[config.mk]
export PLATFORM = sky130hd
export DESIGN_NAME = cd_port
export DESIGN_NICKNAME = d
export VERILOG_FILES = /design/src/rtl/cdp_pkg.sv /design/src/rtl/cdp_sync.sv /design/src/rtl/cdp_wr_capture.sv /design/src/rtl/cdp_rd_mux.sv /design/src/rtl/cd_port.sv
export SDC_FILE = /design/constraint.sdc
export NUM_CORES = 1
export LEC_CHECK = 0
export BUFFER_PORTS_ARGS = -buffer_cell sky130_fd_sc_hd__buf_2
export CAP_MARGIN = 15
export CORE_MARGIN = 8
export CORE_UTILIZATION = 42
export CTS_BUF_LIST = sky130_fd_sc_hd__clkbuf_16
export DETAILED_ROUTE_END_ITERATION = 10
export PLACE_DENSITY = 0.63
export SYNTH_ARGS = -nofsm -noshare
export SYNTH_HDL_FRONTEND = slang
export SYNTH_SLANG_ARGS = --single-unit
[constraint.sdc]
create_clock -name clk -period 2.3 [get_ports clk]
set_input_delay 0 -clock clk [delete_from_list [all_inputs] [get_ports clk]]
set_output_delay 0 -clock clk [all_outputs]
set_load 0.01 [all_outputs]
[src/rtl/cdp_pkg.sv]
// Package: shared types of the command/data port.
// Assumes: nothing beyond IEEE 1800-2017.
package cdp_pkg;

    // Meaning of the select line on a write
    typedef enum logic {
        SEL_DATA   = 1'b0,
        SEL_OPCODE = 1'b1
    } wr_kind_e;

    // Bank chosen by the select line on a read
    typedef enum logic {
        BANK_LOW  = 1'b0,
        BANK_HIGH = 1'b1
    } rd_bank_e;

endpackage

[src/rtl/cdp_sync.sv]
// Module: multi-stage synchroniser for a vector of asynchronous pins.
// Assumes: each bit is an independent level; a multi-bit value is only
// used once it has been stable for longer than STAGES cycles.
module cdp_sync #(
    parameter int               WIDTH     = 1,
    parameter int               STAGES    = 2,
    parameter logic [WIDTH-1:0] RESET_VAL = '0
) (
    input  logic             clk,
    input  logic             rst_n,
    input  logic [WIDTH-1:0] d,
    output logic [WIDTH-1:0] q
);

    logic [WIDTH-1:0] stg [STAGES];

    generate
        for (genvar s = 0; s < STAGES; s++) begin : g_stage
            if (s == 0) begin : g_first
                // Sample the raw pins into the first stage
                always_ff @(posedge clk) begin
                    if (!rst_n) stg[0] <= RESET_VAL;
                    else        stg[0] <= d;
                end
            end else begin : g_next
                // Pass each stage on to the next
                always_ff @(posedge clk) begin
                    if (!rst_n) stg[s] <= RESET_VAL;
                    else        stg[s] <= stg[s-1];
                end
            end
        end
    endgenerate

    assign q = stg[STAGES-1];

endmodule

[src/rtl/cdp_wr_capture.sv]
// Module: turns synchronised write strobes into opcode/data register loads.
// Assumes: the inputs are already in the clk domain, and the host holds the
// select line and the byte steady for the whole time the strobe is low.
module cdp_wr_capture
    import cdp_pkg::*;
#(
    parameter int DATA_W = 8
) (
    input  logic              clk,
    input  logic              rst_n,
    input  logic              cs_n_s,
    input  logic              wr_n_s,
    input  logic              sel_s,
    input  logic [DATA_W-1:0] data_s,
    output logic [DATA_W-1:0] opcode_q,
    output logic [DATA_W-1:0] data_q,
    output logic              opcode_valid,
    output logic              data_valid
);

    logic              wr_prev;
    logic              held_cs_n;
    wr_kind_e          held_kind;
    logic [DATA_W-1:0] held_byte;
    logic              wr_rise;
    logic              accept;

    // Remember the strobe level and, while it is low, the transfer fields
    always_ff @(posedge clk) begin
        if (!rst_n) begin
            wr_prev   <= 1'b1;
            held_cs_n <= 1'b1;
            held_kind <= SEL_DATA;
            held_byte <= '0;
        end else begin
            wr_prev <= wr_n_s;
            if (!wr_n_s) begin
                held_cs_n <= cs_n_s;
                held_kind <= wr_kind_e'(sel_s);
                held_byte <= data_s;
            end
        end
    end

    assign wr_rise = wr_n_s & ~wr_prev;
    assign accept  = wr_rise & ~held_cs_n;

    // Commit the held byte and raise the matching pulse
    always_ff @(posedge clk) begin
        if (!rst_n) begin
            opcode_q     <= '0;
            data_q       <= '0;
            opcode_valid <= 1'b0;
            data_valid   <= 1'b0;
        end else begin
            opcode_valid <= accept && (held_kind == SEL_OPCODE);
            data_valid   <= accept && (held_kind == SEL_DATA);
            if (accept && held_kind == SEL_OPCODE) opcode_q <= held_byte;
            if (accept && held_kind == SEL_DATA)   data_q   <= held_byte;
        end
    end


    valid_excl_chk: assert property (@(posedge clk) disable iff (!rst_n)
        !(opcode_valid && data_valid));


    valid_pulse_chk: assert property (@(posedge clk) disable iff (!rst_n)
        (opcode_valid || data_valid) |=> !(opcode_valid || data_valid));


    opcode_hold_chk: assert property (@(posedge clk) disable iff (!rst_n)
        !$stable(opcode_q) |-> opcode_valid);


    data_hold_chk: assert property (@(posedge clk) disable iff (!rst_n)
        !$stable(data_q) |-> data_valid);


    deselect_chk: assert property (@(posedge clk) disable iff (!rst_n)
        (wr_rise && held_cs_n) |=> !(opcode_valid || data_valid));

endmodule

[src/rtl/cdp_rd_mux.sv]
// Module: combinational read path that returns one bank of overflow flags.
// Assumes: DATA_W < CHAN_N <= 2*DATA_W, so one select bit reaches both banks.
module cdp_rd_mux
    import cdp_pkg::*;
#(
    parameter int DATA_W = 8,
    parameter int CHAN_N = 10
) (
    input  logic              rst_n,
    input  logic              cs_n,
    input  logic              rd_n,
    input  logic              bank_sel,
    input  logic [CHAN_N-1:0] flags,
    output logic [DATA_W-1:0] bus_out,
    output logic              bus_oe
);

    localparam int PAD_W = 2 * DATA_W - CHAN_N;

    logic [2*DATA_W-1:0] flags_ext;
    logic [DATA_W-1:0]   bank_byte;

    generate
        if (PAD_W > 0) begin : g_pad
            assign flags_ext = {{PAD_W{1'b0}}, flags};
        end else begin : g_nopad
            assign flags_ext = flags;
        end
    endgenerate

    // Pick the bank named by the select line and gate it with the enable
    always_comb begin
        bus_oe    = rst_n & ~cs_n & ~rd_n;
        bank_byte = (rd_bank_e'(bank_sel) == BANK_HIGH) ? flags_ext[2*DATA_W-1:DATA_W]
                                                        : flags_ext[DATA_W-1:0];
        bus_out   = bus_oe ? bank_byte : '0;
    end

    // Check the padding of the high bank against the flag count
    always_comb begin

        if (rst_n && bus_oe && bank_sel)
            high_bank_pad_chk: assert ((bus_out >> (CHAN_N - DATA_W)) == '0);
    end

endmodule

[src/rtl/cd_port.sv]
// Module: host byte port that sorts writes into opcode or data and returns
// overflow flags on reads.
// Assumes: host strobes are asynchronous to clk; the flags are in the clk
// domain; the bus pins are shared through bus_out/bus_oe outside this block.
module cd_port #(
    parameter int DATA_W      = 8,
    parameter int CHAN_N      = 10,
    parameter int SYNC_STAGES = 2
) (
    input  logic              clk,
    input  logic              rst_n,
    input  logic              cs_n,
    input  logic              rd_n,
    input  logic              wr_n,
    input  logic              cmd_sel,
    input  logic [DATA_W-1:0] bus_in,
    output logic [DATA_W-1:0] bus_out,
    output logic              bus_oe,
    input  logic [CHAN_N-1:0] ovf_flags,
    output logic [DATA_W-1:0] opcode_q,
    output logic [DATA_W-1:0] data_q,
    output logic              opcode_valid,
    output logic              data_valid
);

    localparam int                 SYNC_W    = DATA_W + 3;
    localparam logic [SYNC_W-1:0]  SYNC_IDLE = {2'b11, {(DATA_W + 1){1'b0}}};

    logic [SYNC_W-1:0] pins_raw;
    logic [SYNC_W-1:0] pins_s;

    assign pins_raw = {cs_n, wr_n, cmd_sel, bus_in};

    cdp_sync #(
        .WIDTH     (SYNC_W),
        .STAGES    (SYNC_STAGES),
        .RESET_VAL (SYNC_IDLE)
    ) i_sync (
        .clk   (clk),
        .rst_n (rst_n),
        .d     (pins_raw),
        .q     (pins_s)
    );

    cdp_wr_capture #(
        .DATA_W (DATA_W)
    ) i_wr (
        .clk          (clk),
        .rst_n        (rst_n),
        .cs_n_s       (pins_s[SYNC_W-1]),
        .wr_n_s       (pins_s[SYNC_W-2]),
        .sel_s        (pins_s[DATA_W]),
        .data_s       (pins_s[DATA_W-1:0]),
        .opcode_q     (opcode_q),
        .data_q       (data_q),
        .opcode_valid (opcode_valid),
        .data_valid   (data_valid)
    );

    cdp_rd_mux #(
        .DATA_W (DATA_W),
        .CHAN_N (CHAN_N)
    ) i_rd (
        .rst_n    (rst_n),
        .cs_n     (cs_n),
        .rd_n     (rd_n),
        .bank_sel (cmd_sel),
        .flags    (ovf_flags),
        .bus_out  (bus_out),
        .bus_oe   (bus_oe)
    );


    float_chk: assert property (@(posedge clk)
        (!rst_n || cs_n) |-> (!bus_oe && bus_out == '0));

endmodule

After elaboration in Yosys (flattened, before gate mapping)
Memory sizes are Yosys's and may differ from the RTL's.
Cells that the tools add are included.

storage, ports and cells
  bits in registers = 29
  bits in latches = 0
  RAM bits = 22
  bits in read-only memories = 0
  input port bits = 24
  output and inout bits = 27
  logic and storage cells = 28
  memories = 1

memory list
  memory      words  bits a word  rd ports  clocked after memory_dff  write ports  line            RTL
  i_sync.stg  2      11           2         0                         2            cdp_sync.sv:15  logic [WIDTH-1:0] stg [STAGES];

operators by class
  $add $sub $neg = 0
  multiply operators = 0
  divide/modulo/power cells = 0
  $lt $le $gt $ge = 0
  equal/unequal tests = 0
  shift operators = 0
  mux-type cells = 6
  bitwise logic cells = 11
  reductions and logical operators = 2

operators by type and width
  cell               number
  2-to-1 mux 11 bit  2
  2-to-1 mux 8 bit   2
  NOT 1 bit          5
  bitwise AND 1 bit  4
  logical AND 1 bit  2
  2-to-1 mux 1 bit   2
  OR 1 bit           2

Depth between registers and ports, before layout
Gate-level depths: netlist of the first run.

  depth in word-level cells = 4
  depth in mapped cells = 3

Cells and area by module
Synthesis of the first run repeated with hierarchy kept, for this count alone.

second synthesis, totals
  cell total of the unflattened synthesis = 160
  area total of the unflattened synthesis = 1735.4 µm²

by module, submodules not included
  module          instances  cells an instance  area each (µm²)  sequential area each (µm²)
  cdp_wr_capture  1          101                1038.5           580.6
  cdp_sync        1          46                 593.1            440.4
  cdp_rd_mux      1          13                 103.8            0.0

Worst setup path after synthesis of the first run
No wires, ideal clock.

  path type = register to register
  start point = reg i_wr.held_cs_n
  end point = reg i_wr.data_q[0]
  arrival time = 0.929 ns
  required time = 2.228 ns
  path slack = 1.300 ns
  stages on the path, launching flop included = 4
  path buffers = 1
  period minus slack after synthesis = 1.000 ns
  cell sequence = dfxtp_1 -> nor4b_2 -> buf_4 -> mux2i_1

on the way
  cells in the longest elaborated chain, start to end = 3

ends and longest elaborated chain
  element                 line                  RTL
  from (decl)             cdp_wr_capture.sv:22  logic held_cs_n;
  from (signal assigned)  cdp_wr_capture.sv:38  held_cs_n <= cs_n_s;
  NOT 1 bit               cdp_wr_capture.sv:46  assign accept = wr_rise & ~held_cs_n;
  bitwise AND 1 bit       cdp_wr_capture.sv:46
  logical AND 1 bit       cdp_wr_capture.sv:59  if (accept && held_kind == SEL_DATA) data_q <= held_byte;
  to (signal assigned)    cdp_wr_capture.sv:59
  to (decl)               cdp_wr_capture.sv:16  output logic [DATA_W-1:0] data_q,

Every way passes these cells.
A chain may end at the register's enable or synchronous reset.

==> results of run 1 <==
-- worst reg2reg max path: cells and delay by family, from the launching register on --
family	cells	cell delay [ps]
DFF	1	700
and+or+nand+nor	1	590
muxes	1	320
-- flip-flops by register name (all words and copies together), names as in the netlist --
register	count
i_wr.wr_prev	1
i_wr.held_byte	8
i_wr.opcode_q	8
i_wr.held_kind	1
i_wr.opcode_valid	1
i_sync.stg	22
i_wr.data_q	8
i_wr.held_cs_n	1
i_wr.data_valid	1
-- through the flow --
| step | util | hold WS [ps] |
|---|---|---|
| CTS | 0.576 | 101 |
| floorplan | - | 101 |
| detailed placement | 0.507 | 186 |
| finish | 0.576 | 95.0 |
| global route | 0.576 | 135 |
| global placement | 0.507 | 180 |
-- cell type report --
cell class,count,area (um2),share of cell area
Clock buffer,5,125,0.0547
Clock inverter,3,38.8,0.0170
Inverter,2,7.51,0.00328
Multi-Input combinational cell,99,657,0.287
Sequential cell,51,1020,0.446
Tap cell,50,62.6,0.0274
Timing Repair Buffer,63,375,0.164
-- layout by cell type (no fill, tap or decap), drive strengths merged --
cell and count:
nor2 12, nand4bb 1, bufinv 1, nor4b 2
nand2b 5, inv 1, mux2i 28, and2 25
clkbuf 5, clkinv 3, dlygate4sd3 11, buf 52
dfxtp 51, or3b 1, nand2 25
-- power breakdown --
group	internal, uW	switching [uW]
clock network	507	292
registers	904	8.79
logic	47.1	32.6
-- routing by layer --
metal	GRT usage	wire length [um]
met4	0.0709	97
met3	0.0458	320
met5	0	0
met1	0.126	1460
met2	0.177	1380
-- cell families (layout without fill, tap and decap cells) --
family / after synthesis / count (layout) / share of synthesized area
AND/OR/NAND/NOR: 71 / 71 / 0.218
multiplexers: 28 / 28 / 0.162
flip-flops: 51 / 51 / 0.591
buffers and inverters: 10 / 73 / 0.0283
-- final timing paths --
path / to / slack, ps / cells past startpoint
worst max-delay path: i_wr.opcode_q[6] / 610 / 2
worst min-delay path: i_wr.held_cs_n / 90 / 2
worst max register to register: i_wr.opcode_q[6] / 610 / 2
worst min register to register: i_sync.stg[1][10] / 410 / 1
==> out/metrics.cfg, run 1 <==
[synthesis]
synth_seq_area_share = 0.591
synth.area.top_cells = dfxtp_1 (59%), mux2i_1 (16%), and2_1 (9.1%)
ys.flop_type = dfxtp_1
synth_warnings = 0
ys_ff_latch = 51
synth_top_cell_area_share = 0.591
syn_area_um2 = 1730
synth_top_area_cell = dfxtp_1
syn_nets = 184
synth_edf_count = 0
synth_cell_types = 14
avgSynthCellArea_um2 = 10.8
yosysMostFrequentCell = dfxtp_1
async_reset_ff_frac = 0
synthCells = 160
synth.top_cells.by_count = dfxtp_1 (51), mux2i_1 (28), and2_1 (25), nand2_1 (25), nor2_1 (12)

[layout]
n_fill_cell = 342
final_area_um2 = 2290
final_nets = 246
area_growth_syn_to_layout_pct = 32.5
final_layout_size_suffix_gt1_frac = 0.274
antenna_cells = 0
final_cell_count_no_fill = 273

[drt]
drcViolationCount = 0
routed_via_density = 4.49
drt-total-wl_um = 3260
vias = 1225
ant_nets = 0
wl_per_cell_um = 12.0
dr.pass1.iters = 4
drt_first_iter_violations = 33

[floorplan]
core_um2 = 3970
die_h_um = 80.1
pin_count = 51
die_width_um = 80.1
die-area_um2 = 6420
rows = 23
initial_core_util = 0.435

[min_path]
hold_path.class = primary input to flop
worstHoldStart = rst_n

[timing]
setup_violations = 0
slew_headroom = 0.597
fin_ws_ps = 609
fmax_ghz = 0.591
finalHoldViolations = 0
tns_ps = 0
worstMarginPinSlew_ps = 601
post-route-min-period_ps = 1690
slew_viol_final = 0
rsz0062_at_grt = false
skew_ps = 5.42
fin_crit_sh = 0.735

[clock_tree]
cts_tree = yes
ctsHoldBuffers = 11
cts.sinks = 51
clk_latency_ps = 280
post-cts-setup-buffer-count = 0
cts_max_level = 2
root_buffer = clkbuf_16
cts.path.max_buffers = 2
cts_resized = 0
clk_pin_slew_ps = 60
cts_buffers = 5

[placed_design]
hpwl_um = 2390
dpl.cell_count = 254
routabilityCongestion = 0.678
place_ws_ps = 603
numPortBuffers = 50
postPlaceCellArea_um2 = 2010

[global_routing]
grt_pass1_wl_um = 5730
overflow = 0
antenna_found_initial = 0
grt_use_total = 0.113
grt_max_degree = 29
grt_pass1_vias = 1333

[critical_path]
crit_path_max_incr_delay_ps = 700
critPathMaxFanout = 13
reg2reg_from = i_sync.stg[1][9]
path_cells = nand4bb_1, mux2i_1
worstPathBufferInverterCount = 0
end_kind = flop
startpoint_type = flop
cp_slowest_cell = dfxtp_1
cp.arrival_ps = 1890
critPathRequiredTime_ps = 2500
crit_type = flop to flop
crit_start = i_sync.stg[1][9]
path_delay_family = flip-flops

[run]
maxCapViolCount = 0

[power_and_ir_drop]
peakVddDrop_uv = 408
leakage_uw = 0.00112
p_per_area_nw_per_um2 = 783
power.total_uw = 1790

[status]
status = finished clean

Power figures use the tool's default switching activity.
==> run 2, diff against run 1 <==
==> constraint.sdc (replaced) <==
create_clock -name clk -period 1.63 [get_ports clk]
set_input_delay 0 -clock clk [delete_from_list [all_inputs] [get_ports clk]]
set_output_delay 0 -clock clk [all_outputs]
set_load 0.01 [all_outputs]
==> out/metrics.cfg, run 2 (synthesized netlist as in run 1, its figures left out) <==
[clock_tree]
clk_latency_ps = 290
cts.path.max_buffers = 2
cts_max_level = 2
clk_pin_slew_ps = 60
post-cts-setup-buffer-count = 0
cts_buffers = 5
root_buffer = clkbuf_16
cts_resized = 0
cts.sinks = 51
ctsHoldBuffers = 10
cts_tree = yes

[status]
status = finished clean

[placed_design]
numPortBuffers = 50
hpwl_um = 2370
routabilityCongestion = 0.683
postPlaceCellArea_um2 = 2040
dpl.cell_count = 257

[timing]
fmax_ghz = 0.737
worstMarginPinSlew_ps = 383
slew_viol_final = 0
tns_ps = 0
skew_ps = 5.21
setup_violations = 0
fin_crit_sh = 0.833
rsz0062_at_grt = false
finalHoldViolations = 0
slew_headroom = 0.744
post-route-min-period_ps = 1360

[floorplan]
die_h_um = 80.1
rows = 23
core_um2 = 3970
die_width_um = 80.1
initial_core_util = 0.435
die-area_um2 = 6420
pin_count = 51

[layout]
final_cell_count_no_fill = 274
area_growth_syn_to_layout_pct = 33.1
layout_common_cells = dfxtp_1 (51), buf_2 (50), mux2i_1 (28), and2_1 (25), nand2_1 (25)
antenna_cells = 0
n_fill_cell = 335
largest-register = i_sync.stg
regArea_um2 = 1020
finish.utilization = 0.579
largest_reg_flops = 22
final_area_um2 = 2300
final_nets = 248
final_layout_size_suffix_gt1_frac = 0.286
final_common_cell = dfxtp_1
multi_input_area_um2 = 657

[critical_path]
cpMostUsedCell = buf_2
cp_slowest_cell = dlygate4sd3_1
path_delay_family = buffers and inverters
reg2reg_depth = 4
crit_type = primary input to output port
crit_path_max_incr_delay_ps = 530
critPathMaxFanout = 6
cp.arrival_ps = 1360
startpoint_type = primary input
path_cells = dlygate4sd3_1, buf_2, nor4b_2, and2_1, buf_2
end_kind = output port
crit_cells = 5
worstPathBufferInverterCount = 3
critPathRequiredTime_ps = 1630

[global_routing]
grt_max_degree = 23
overflow = 0
antenna_found_initial = 0
grt_pass1_wl_um = 5490
grt_use_total = 0.109
grt_pass1_vias = 1287

[min_path]
holdPathStages = 2
hold_path.class = primary input to flop

[drt]
ant_nets = 0
drt-total-wl_um = 3180
drt_first_iter_violations = 52
vias = 1216
dr.pass1.iters = 3
routed_via_density = 4.44
drcViolationCount = 0
wl_per_cell_um = 11.6

[power_and_ir_drop]
leakage_uw = 0.00112
power.total_uw = 2530
peakVddDrop_uv = 485
p_per_area_nw_per_um2 = 1100

[run]
maxCapViolCount = 0

## run 2: cell types whose count changed in the layout (fill, tap and decap cells not counted)
cell | before | now
dlygate4sd3_1 | 11 | 10
clkinv_2 | 1 | 0
buf_4 | 2 | 5
clkinv_1 | 2 | 1
clkinvlp_4 | 0 | 1
## run 2: cell type report
class                      instances  area share
clock buffer                       5      0.0544
sequential                        51       0.444
inverter                           2     0.00327
multi-input combinational         99       0.286
tap                               50      0.0272
clock inverter                     2      0.0163
timing repair buffer              65       0.169
## run 2: where the power goes
part	switching (uW)	internal, uW
logic	50.3	67.5
clock network	417	714
registers	7.93	1280
total	475	2060
## run 2: worst register-to-register path: cells and delay by family (launching register included)
family,cells,cell delay (ps)
flops,1,360
simple gates,1,120
buf+inv,2,410
mux,1,130
## run 2: final timing paths
| check | start | endpoint | slack [ps] |
|---|---|---|---|
| setup / recovery | cs_n | bus_out[3] | 270 |
| hold / removal | cmd_sel | i_sync.stg[0][8] | 20 |
| setup reg to reg | i_sync.stg[1][9] | i_wr.opcode_q[6] | 500 |
| hold reg to reg | i_sync.stg[0][10] | i_sync.stg[1][10] | 410 |
## run 2: per-stage QoR
stage / setup WS (ps) / hold slack, ps
after floorplan: 630 / 101
after global placement: 524 / 180
after detailed placement: 482 / 191
after CTS: 253 / 7.13
after global routing: 159 / 41.0
final: 273 / 16.6
## run 2: metal layers
layer  global-route usage  up-vias  routed length (um)
li1                     -      638                   -
met1                0.115      520                1440
met2                0.175       51                1340
met3               0.0413        7                 295
met4               0.0818        0                  97
met5                    0        -                   0
